<file path="config.mk">
export PLATFORM = sky130hd
export DESIGN_NAME = pcs_rx_decoder
export DESIGN_NICKNAME = d
export VERILOG_FILES = /design/src/rtl/pcs_rx_pkg.sv /design/src/rtl/pcs_rx_window.sv /design/src/rtl/pcs_rx_symdec.sv /design/src/rtl/pcs_rx_framer.sv /design/src/rtl/pcs_rx_decoder.sv
export SDC_FILE = /design/constraint.sdc
export NUM_CORES = 1
export LEC_CHECK = 0
export BUFFER_PORTS_ARGS = -buffer_cell sky130_fd_sc_hd__buf_2
export CAP_MARGIN = 30
export CORE_ASPECT_RATIO = 1.75
export CORE_UTILIZATION = 38
export DETAILED_ROUTE_END_ITERATION = 10
export GPL_ROUTABILITY_DRIVEN = 0
export HOLD_SLACK_MARGIN = 0.1
export PLACE_DENSITY = 0.66
export SLEW_MARGIN = 20
export SYNTH_ARGS = -nofsm -noshare
export SYNTH_HDL_FRONTEND = slang
export SYNTH_SLANG_ARGS = --single-unit
</file>
<file path="constraint.sdc">
create_clock -name clk -period 4.22 [get_ports clk]
set_input_delay 0.633 -clock clk [delete_from_list [all_inputs] [get_ports clk]]
set_output_delay 0.633 -clock clk [all_outputs]
set_load 0.03 [all_outputs]
</file>
<file path="src/rtl/pcs_rx_pkg.sv">
package pcs_rx_pkg;

    localparam int GRP_W = 5;
    localparam int WIN_W = 2 * GRP_W;
    localparam int NIB_W = 4;

    localparam logic [GRP_W-1:0] CG_SOS_A = 5'b11000;
    localparam logic [GRP_W-1:0] CG_SOS_B = 5'b10001;
    localparam logic [GRP_W-1:0] CG_EOS_A = 5'b01101;
    localparam logic [GRP_W-1:0] CG_EOS_B = 5'b00111;
    localparam logic [GRP_W-1:0] CG_IDLE  = 5'b11111;

    typedef enum logic [1:0] {
        CLS_DATA,
        CLS_EOS_A,
        CLS_EOS_B,
        CLS_BAD
    } cg_class_e;

    typedef struct packed {
        cg_class_e        cls;
        logic [NIB_W-1:0] nib;
    } cg_dec_t;

    typedef enum logic [2:0] {
        ST_IDLE,
        ST_HUNT,
        ST_DATA,
        ST_TAIL,
        ST_DONE,
        ST_FALSE
    } rx_state_e;

    typedef struct packed {
        logic [NIB_W-1:0] nib;
        logic             dv;
        logic             err;
    } rx_out_t;

    function automatic cg_dec_t decode_cg(input logic [GRP_W-1:0] cg);
        cg_dec_t d;
        d.cls = CLS_DATA;
        d.nib = '0;
        case (cg)
            5'b11110: d.nib = 4'h0;
            5'b01001: d.nib = 4'h1;
            5'b10100: d.nib = 4'h2;
            5'b10101: d.nib = 4'h3;
            5'b01010: d.nib = 4'h4;
            5'b01011: d.nib = 4'h5;
            5'b01110: d.nib = 4'h6;
            5'b01111: d.nib = 4'h7;
            5'b10010: d.nib = 4'h8;
            5'b10011: d.nib = 4'h9;
            5'b10110: d.nib = 4'hA;
            5'b10111: d.nib = 4'hB;
            5'b11010: d.nib = 4'hC;
            5'b11011: d.nib = 4'hD;
            5'b11100: d.nib = 4'hE;
            5'b11101: d.nib = 4'hF;
            CG_EOS_A: d.cls = CLS_EOS_A;
            CG_EOS_B: d.cls = CLS_EOS_B;
            default:  d.cls = CLS_BAD;
        endcase
        return d;
    endfunction

endpackage

</file>
<file path="src/rtl/pcs_rx_window.sv">
module pcs_rx_window
    import pcs_rx_pkg::*;
(
    input  logic             clk,
    input  logic             rst,
    input  logic             bit_en,
    input  logic             bit_in,
    output logic [WIN_W-1:0] win_next,
    output logic             crs,
    output logic             crs_rise,
    output logic             crs_fall
);

    logic [WIN_W-1:0] win_q;
    logic [WIN_W-1:0] zero_map;
    logic [WIN_W-1:0] row_hit;
    logic             spaced_zeros;
    logic             all_ones;

    assign win_next = bit_en ? {win_q[WIN_W-2:0], bit_in} : win_q;
    assign zero_map = ~win_next;

    // row i: a zero at i and another zero two or more places above it
    for (genvar i = 0; i < WIN_W; i++) begin : g_row
        if (i + 2 < WIN_W) begin : g_pair
            assign row_hit[i] = zero_map[i] & (|(zero_map >> (i + 2)));
        end else begin : g_none
            assign row_hit[i] = 1'b0;
        end
    end

    assign spaced_zeros = |row_hit;
    assign all_ones     = &win_next;
    assign crs_rise     = bit_en & spaced_zeros & ~crs;
    assign crs_fall     = bit_en & all_ones & crs;

    always_ff @(posedge clk) begin
        if (rst) begin
            win_q <= '1;
            crs   <= 1'b0;
        end else begin
            win_q <= win_next;
            if (crs_rise) begin
                crs <= 1'b1;
            end else if (crs_fall) begin
                crs <= 1'b0;
            end
        end
    end

endmodule

</file>
<file path="src/rtl/pcs_rx_symdec.sv">
module pcs_rx_symdec
    import pcs_rx_pkg::*;
(
    input  logic [WIN_W-1:0] win,
    output cg_dec_t          dec,
    output logic             sos_hit
);

    assign dec     = decode_cg(win[GRP_W-1:0]);
    assign sos_hit = (win == {CG_SOS_A, CG_SOS_B});

endmodule

</file>
<file path="src/rtl/pcs_rx_framer.sv">
module pcs_rx_framer
    import pcs_rx_pkg::*;
#(
    parameter int HUNT_BITS = 10
) (
    input  logic             clk,
    input  logic             rst,
    input  logic             bit_en,
    input  logic             crs_rise,
    input  logic             crs_fall,
    input  cg_dec_t          dec,
    input  logic             sos_hit,
    output rx_out_t          out
);

    localparam int HC_W = $clog2(HUNT_BITS + 1);
    localparam int GC_W = $clog2(GRP_W);

    rx_state_e       st_q, st_n;
    logic [GC_W-1:0] grp_q, grp_n;
    logic [HC_W-1:0] hunt_q, hunt_n;
    rx_out_t         out_q, out_n;
    logic            grp_done;

    assign grp_done = bit_en && (grp_q == GC_W'(GRP_W - 1));
    assign out      = out_q;

    always_comb begin
        st_n   = st_q;
        grp_n  = grp_q;
        hunt_n = hunt_q;
        out_n  = out_q;
        if (bit_en) begin
            case (st_q)
                ST_IDLE: begin
                    if (sos_hit) begin
                        st_n  = ST_DATA;
                        grp_n = '0;
                    end else if (crs_rise) begin
                        st_n   = ST_HUNT;
                        hunt_n = '0;
                    end
                end
                ST_HUNT: begin
                    if (sos_hit) begin
                        st_n  = ST_DATA;
                        grp_n = '0;
                    end else if (crs_fall) begin
                        st_n = ST_IDLE;
                    end else if (hunt_q == HC_W'(HUNT_BITS - 1)) begin
                        st_n      = ST_FALSE;
                        out_n.err = 1'b1;
                        out_n.dv  = 1'b0;
                    end else begin
                        hunt_n = hunt_q + 1'b1;
                    end
                end
                ST_DATA: begin
                    if (crs_fall) begin
                        st_n      = ST_IDLE;
                        out_n.dv  = 1'b0;
                        out_n.err = 1'b0;
                    end else if (grp_done) begin
                        grp_n = '0;
                        case (dec.cls)
                            CLS_DATA: begin
                                out_n.nib = dec.nib;
                                out_n.dv  = 1'b1;
                                out_n.err = 1'b0;
                            end
                            CLS_EOS_A: begin
                                st_n      = ST_TAIL;
                                out_n.dv  = 1'b0;
                                out_n.err = 1'b0;
                            end
                            default: begin
                                out_n.nib = '0;
                                out_n.dv  = 1'b1;
                                out_n.err = 1'b1;
                            end
                        endcase
                    end else begin
                        grp_n = grp_q + 1'b1;
                    end
                end
                ST_TAIL: begin
                    if (crs_fall) begin
                        st_n      = ST_IDLE;
                        out_n.err = 1'b0;
                    end else if (grp_done) begin
                        grp_n     = '0;
                        st_n      = ST_DONE;
                        out_n.err = (dec.cls != CLS_EOS_B);
                    end else begin
                        grp_n = grp_q + 1'b1;
                    end
                end
                ST_DONE, ST_FALSE: begin
                    if (crs_fall) begin
                        st_n      = ST_IDLE;
                        out_n.dv  = 1'b0;
                        out_n.err = 1'b0;
                    end
                end
                default: st_n = ST_IDLE;
            endcase
        end
    end

    always_ff @(posedge clk) begin
        if (rst) begin
            st_q   <= ST_IDLE;
            grp_q  <= '0;
            hunt_q <= '0;
            out_q  <= '0;
        end else begin
            st_q   <= st_n;
            grp_q  <= grp_n;
            hunt_q <= hunt_n;
            out_q  <= out_n;
        end
    end

endmodule

</file>
<file path="src/rtl/pcs_rx_decoder.sv">
module pcs_rx_decoder
    import pcs_rx_pkg::*;
#(
    parameter int HUNT_BITS = 10
) (
    input  logic       clk,
    input  logic       rst,
    input  logic       bit_en,
    input  logic       bit_in,
    output logic [3:0] rx_nibble,
    output logic       rx_dv,
    output logic       rx_crs,
    output logic       rx_err
);

    logic [WIN_W-1:0] win_next;
    logic             crs_rise;
    logic             crs_fall;
    cg_dec_t          dec;
    logic             sos_hit;
    rx_out_t          fr_out;

    pcs_rx_window u_window (
        .clk      (clk),
        .rst      (rst),
        .bit_en   (bit_en),
        .bit_in   (bit_in),
        .win_next (win_next),
        .crs      (rx_crs),
        .crs_rise (crs_rise),
        .crs_fall (crs_fall)
    );

    pcs_rx_symdec u_symdec (
        .win     (win_next),
        .dec     (dec),
        .sos_hit (sos_hit)
    );

    pcs_rx_framer #(.HUNT_BITS(HUNT_BITS)) u_framer (
        .clk      (clk),
        .rst      (rst),
        .bit_en   (bit_en),
        .crs_rise (crs_rise),
        .crs_fall (crs_fall),
        .dec      (dec),
        .sos_hit  (sos_hit),
        .out      (fr_out)
    );

    assign rx_nibble = fr_out.nib;
    assign rx_dv     = fr_out.dv;
    assign rx_err    = fr_out.err;

endmodule

</file>
### After elaboration in Yosys (flattened, before gate mapping)

Index checks and enable logic that the tools add are counted.
Widths: inputs -> output; s select.

| storage, ports and cells | value |
|---|---|
| flip-flop bits (word level) | 27 |
| bits in latches | 0 |
| memory bits (writable) | 0 |
| ROM bits | 0 |
| bits of input ports | 4 |
| output and inout bits | 7 |
| word-level logic and storage cells | 134 |
| memories | 0 |

| operators by class | value |
|---|---|
| add/sub/neg operators | 2 |
| $mul | 0 |
| div/mod/pow operators | 0 |
| magnitude comparators | 0 |
| eq/ne operators | 42 |
| shift-type cells | 0 |
| multiplexer cells | 39 |
| bitwise gates (word level) | 16 |
| reduce and logical (&&, ||, !) cells | 27 |

Operators by type and width:

| kind | count |
|---|---|
| $pmux 4 s15 | 1 |
| $eq 5x5->1 const B | 11 |
| $mux 3 | 14 |
| $eq 5x4->1 const B | 6 |
| $reduce_and 7->1 | 3 |
| $mux 4 | 5 |
| $ne 2x2->1 const B | 8 |
| $pmux 4 s2 | 2 |
| $reduce_or 16->1 | 1 |
| $reduce_or 8->1 | 2 |
| $pmux 3 s5 | 1 |
| $and 1x1->1 | 12 |
| $mux 2 | 6 |
| $eq 10x10->1 const B | 1 |
| $mux 10 | 1 |
| $not 10->10 | 1 |
| $reduce_and 10->1 | 1 |
| $eq 3x3->1 const B | 3 |
| $reduce_and 8->1 | 1 |
| $reduce_or 2->1 | 4 |
| $reduce_or 7->1 | 1 |
| $eq 3x2->1 const B | 2 |
| $ne 3x2->1 const B | 2 |
| $ne 3x3->1 const B | 2 |
| other kinds (27) | 35 |

### Depth between registers and ports, before layout

| logic depth | value |
|---|---|
| word-level depth | 10 |
| mapped depth | 11 |
| depth with buffers taken out | 8 |

### Hierarchy

A second synthesis with hierarchy kept.

| second synthesis, totals | value |
|---|---|
| cells, all modules | 242 |
| area total of the unflattened synthesis | 1928.1 um^2 |

By module, submodules not included:

| module | times used | cells each | area each (um^2) | sequential area each (um^2) |
|---|---|---|---|---|
| pcs_rx_framer | 1 | 130 | 1038.5 | 320.3 |
| pcs_rx_window | 1 | 80 | 674.4 | 220.2 |
| pcs_rx_symdec | 1 | 32 | 215.2 | 0.0 |

### Worst setup path before layout

No wires, ideal clock.

| path | value |
|---|---|
| kind | input to register |
| start | input bit_en |
| end | register u_framer.hunt_q[1] |
| library setup time | 0.121 ns |
| arrival time | 2.517 ns |
| required time | 4.099 ns |
| slack | 1.581 ns |
| stages on the path | 9 |
| path buffers | 2 |
| cells stage by stage | buf_6 buf_12 mux2i_1 or2_0 or4b_1 a2bb2o_4 a21boi_2 nor2_2 mux2_4 |

| between the ends | value |
|---|---|
| longest elaborated chain between the ends | 9 |
| elaborated cells between the ends (all ways) | 29 |
| those cells by class | eq/ne: 5; mux: 1; bitwise: 13; reduce/logical: 10 |

RTL lines:

| element | RTL line | RTL |
|---|---|---|
| from (decl) | pcs_rx_decoder.sv:8 | `input logic bit_en,` |
| $mux 10 | pcs_rx_window.sv:20 | `assign win_next = bit_en ? {win_q[WIN_W-2:0], bit_in} : win_q;` |
| $not 10->10 | pcs_rx_window.sv:21 | `assign zero_map = ~win_next;` |
| $reduce_or 8->1 (tied with other cells) | pcs_rx_window.sv:26 | `assign row_hit[i] = zero_map[i] & (\|(zero_map >> (i + 2)));` |
| $and 1x1->1 | pcs_rx_window.sv:26 |  |
| $reduce_or 8->1 | pcs_rx_window.sv:32 | `assign spaced_zeros = \|row_hit;` |
| $and 1x1->1 (2 in series) | pcs_rx_window.sv:34 | `assign crs_rise = bit_en & spaced_zeros & ~crs;` |
| $ne 2x2->1 (no line) | -- |  |
| $reduce_and 7->1 (no line) (*) | -- |  |
| to (signal assigned) | pcs_rx_framer.sv:119 | `hunt_q <= hunt_n;` |
| to (decl) | pcs_rx_framer.sv:21 | `logic [HC_W-1:0] hunt_q, hunt_n;` |

Every way passes the cells marked *; elsewhere a longest branch is shown, timed or not.
A chain may end at the register's enable or synchronous reset.

### Worst setup path after layout

| path | value |
|---|---|
| start | input bit_en |
| end | register u_framer.grp_q[1] |

| between the ends | value |
|---|---|
| longest elaborated chain between the ends | 6 |
| elaborated cells between the ends (all ways) | 12 |
| those cells by class | eq/ne: 3; mux: 4; bitwise: 2; reduce/logical: 3 |

RTL lines:

| element | RTL line | RTL |
|---|---|---|
| $mux 10 | pcs_rx_window.sv:20 |  |
| $reduce_and 10->1 | pcs_rx_window.sv:33 | `assign all_ones = &win_next;` |
| $and 1x1->1 (2 in series) | pcs_rx_window.sv:35 | `assign crs_fall = bit_en & all_ones & crs;` |
| $ne 2x2->1 (no line) | -- |  |
| $reduce_and 4->1 (no line) | -- |  |
| to (signal assigned) | pcs_rx_framer.sv:118 | `grp_q <= grp_n;` |
| to (decl) | pcs_rx_framer.sv:20 | `logic [GC_W-1:0] grp_q, grp_n;` |

Parallel ways exist; a longest one is shown, timed or not. The select of a mux whose other input is x is not followed.

==> results_dict.tcl <==
set metrics [dict create \
    outcome "finished clean" \
    dp.cells 290 \
    cts_hold_buf 0 \
    grt_pass1_wl_um 7680 \
    syn_area_per_cell_um2 8.21 \
    h-tree-depth 1 \
    finalSetupViolCount 0 \
    post-cts-setup-buffer-count 0 \
    min_path_type "reg -> reg" \
    cts-resized-gates 0 \
    grt_max_degree 35 \
    min_period_over_period 0.700 \
    clockBufferDepth 2 \
    fin_nets 252 \
    setup_tns_ps 0 \
    drv_cap 0 \
    rsz0062_at_grt "no" \
    drtIter0Drc 46 \
    post-dp-hpwl_um 3310 \
    drc 0 \
    yosys_warnings 0 \
    first_pass_iters 4 \
    switching_share 0.300 \
    cts.sinks 27 \
    synth_top_area_share 0.276 \
    path_clk_slew_ps 100 \
    clk_latency_ps 280 \
    io_pins 11 \
    n_antenna_cell 0 \
    core-area_um2 4980 \
    post-route-util 0.404 \
    synth_edf_count 0 \
    p_int_mw 0.377 \
    yosys.area.top_type "dfxtp_1" \
    critPathRequiredTime_ps 4440 \
    leakagePower_nw 0.759 \
    ys_ff_latch 27 \
    ys_seq_area_frac 0.276 \
    die_w_um 56.3 \
    track_usage 0.173 \
    drive_above_1_share 0.125 \
    p_comb_frac 0.205 \
    holdWs_ps 495 \
    tightest_slew_ps 875 \
    p_seq_frac 0.514 \
    crit_arrival_ps 3170 \
    die_area_um2 5470 \
    fin_crit_ps 2950 \
    async_flop_share 0 \
    fp.dieH_um 97.1 \
    start_util 0.394 \
    slew-limit-headroom 0.400 \
    switching_power_mw 0.162 \
    synth_cell_types 59 \
    dp_slack_ps 943 \
    antenna_found_initial 0 \
    num_rows 34 \
    powerDensity_nw_per_um2 268 \
    p_clk_frac 0.281 \
    vias 1765 \
    final_hold_viol_count 0 \
    grt_overflow 0 \
    portBuffers 10 \
    grt_pass1_vias 1713 \
    cts_tree "built" \
    final_area_um2 2010 \
    crit_fanout 34 \
    stdcell_count 294 \
    clk_root_buffer_cell "clkbuf_8" \
    finalWirelength_um 4520 \
    via_per_inst 6.00 \
    finalClockSkew_ps 7.52 \
    finalMaxSlewViolations 0 \
    synth_top_flop_cell "dfxtp_1" \
    ys_top_cells_by_area "dfxtp_1 (28%), a21oi_1 (4.6%), ha_1 (4.5%), nor2_1 (4.4%), nand2_1 (4.2%)" \
    final_common_cell "dfxtp_1" \
    path_class "in -> reg" \
    setup_ws_ps 1270 \
    cp-end-kind "flop" \
    layout_common_cells "dfxtp_1 (27), nor2_1 (23), nand2_1 (22)" \
    clock.fmax_mhz 339 \
    wire_per_inst_um 15.4 \
    area_growth_pct 2.42 \
    numCtsBuffers 3 \
    ir_drop_mv 0.113 \
    synthCells 239 \
    startpoint_type "input port" \
    dpl_cell_area_um2 1960 \
    power_mw 0.539 \
    synth_nets 250 \
    syn_area_um2 1960 \
    detail-route-antenna-nets 0 \
]
## state kept, by name, summed over array words and instances, names as in the netlist
register	cells
u_framer.grp_q	3
u_framer.st_q	3
u_window.win_q	10
u_window.crs	1
u_framer.hunt_q	4
u_framer.out	6
## synthesized netlist by cell type, types with 3 or more instances
master and count:
dfxtp_1 27, clkbuf_1 5, nand3_1 6, a21oi_1 18, o2111ai_1 3, nor2_1 23, a211o_1 3, nor3_1 8
or3b_2 3, nand4_1 4, o211ai_1 5, nor4_1 3, or3_1 5, o31ai_1 4, nand2_1 22, ha_1 7
mux2i_1 8, inv_1 11, nand3b_1 5, nand2b_1 12, clkbuf_8 3, o21ai_0 7
## cell families (layout without fill, tap and decap cells)
| kind of cell | after synthesis | after routing | share of synthesized area |
|---|---|---|---|
| and+or+nand+nor | 106 | 106 | 0.290 |
| AOI/OAI and AO/OA | 57 | 57 | 0.206 |
| DFF | 27 | 27 | 0.276 |
| buffers and inverters | 26 | 27 | 0.0874 |
| muxes | 13 | 13 | 0.0829 |
| adders and majority gates | 7 | 7 | 0.0446 |
| xor gates and xnor gates | 3 | 3 | 0.0134 |
## per-layer routing
layer	track usage	wire length, µm	part of all wire
met5	0	0	0
met2	0.330	2480	0.55
met4	0.0901	138	0.031
met3	0.0173	161	0.036
met1	0.179	1740	0.39
## worst max-delay path: stages
cell and delay [ps]:
buf_2 500, mux2i_4 460, nand2b_1 80, or4_1 570, nand2_1 130, nand4_1 210, or3_1 430, a21oi_1 140
## power groups by stage
stage          Clock [mW]  Sequential, mW  Combinational, mW
2_1_floorplan           0           0.280             0.0954
3_3_place_gp            0           0.283              0.110
3_5_place_dp            0           0.283              0.110
4_1_cts             0.159           0.277              0.111
5_1_grt             0.168           0.279              0.122
6_report            0.152           0.277              0.110
## worst paths after layout
kind | endpoint | startpoint | slack, ps | cells after the start
hold / removal | u_framer.grp_q[0] | u_framer.grp_q[0] | 490 | 2
hold reg to reg | u_framer.grp_q[0] | u_framer.grp_q[0] | 490 | 2
setup / recovery | u_framer.grp_q[1] | bit_en | 1270 | 8
setup reg to reg | u_framer.grp_q[1] | u_window.win_q[3] | 1770 | 7
## final cells by class
cell class	count	area, µm²
Inverter	11	41.3
Fill cell	524	2970
Timing Repair Buffer	12	65.1
Sequential cell	27	541
Clock buffer	4	45.0
Multi-Input combinational cell	186	1250
Tap cell	54	67.6
Note: power is estimated with default switching activity, not from simulation.
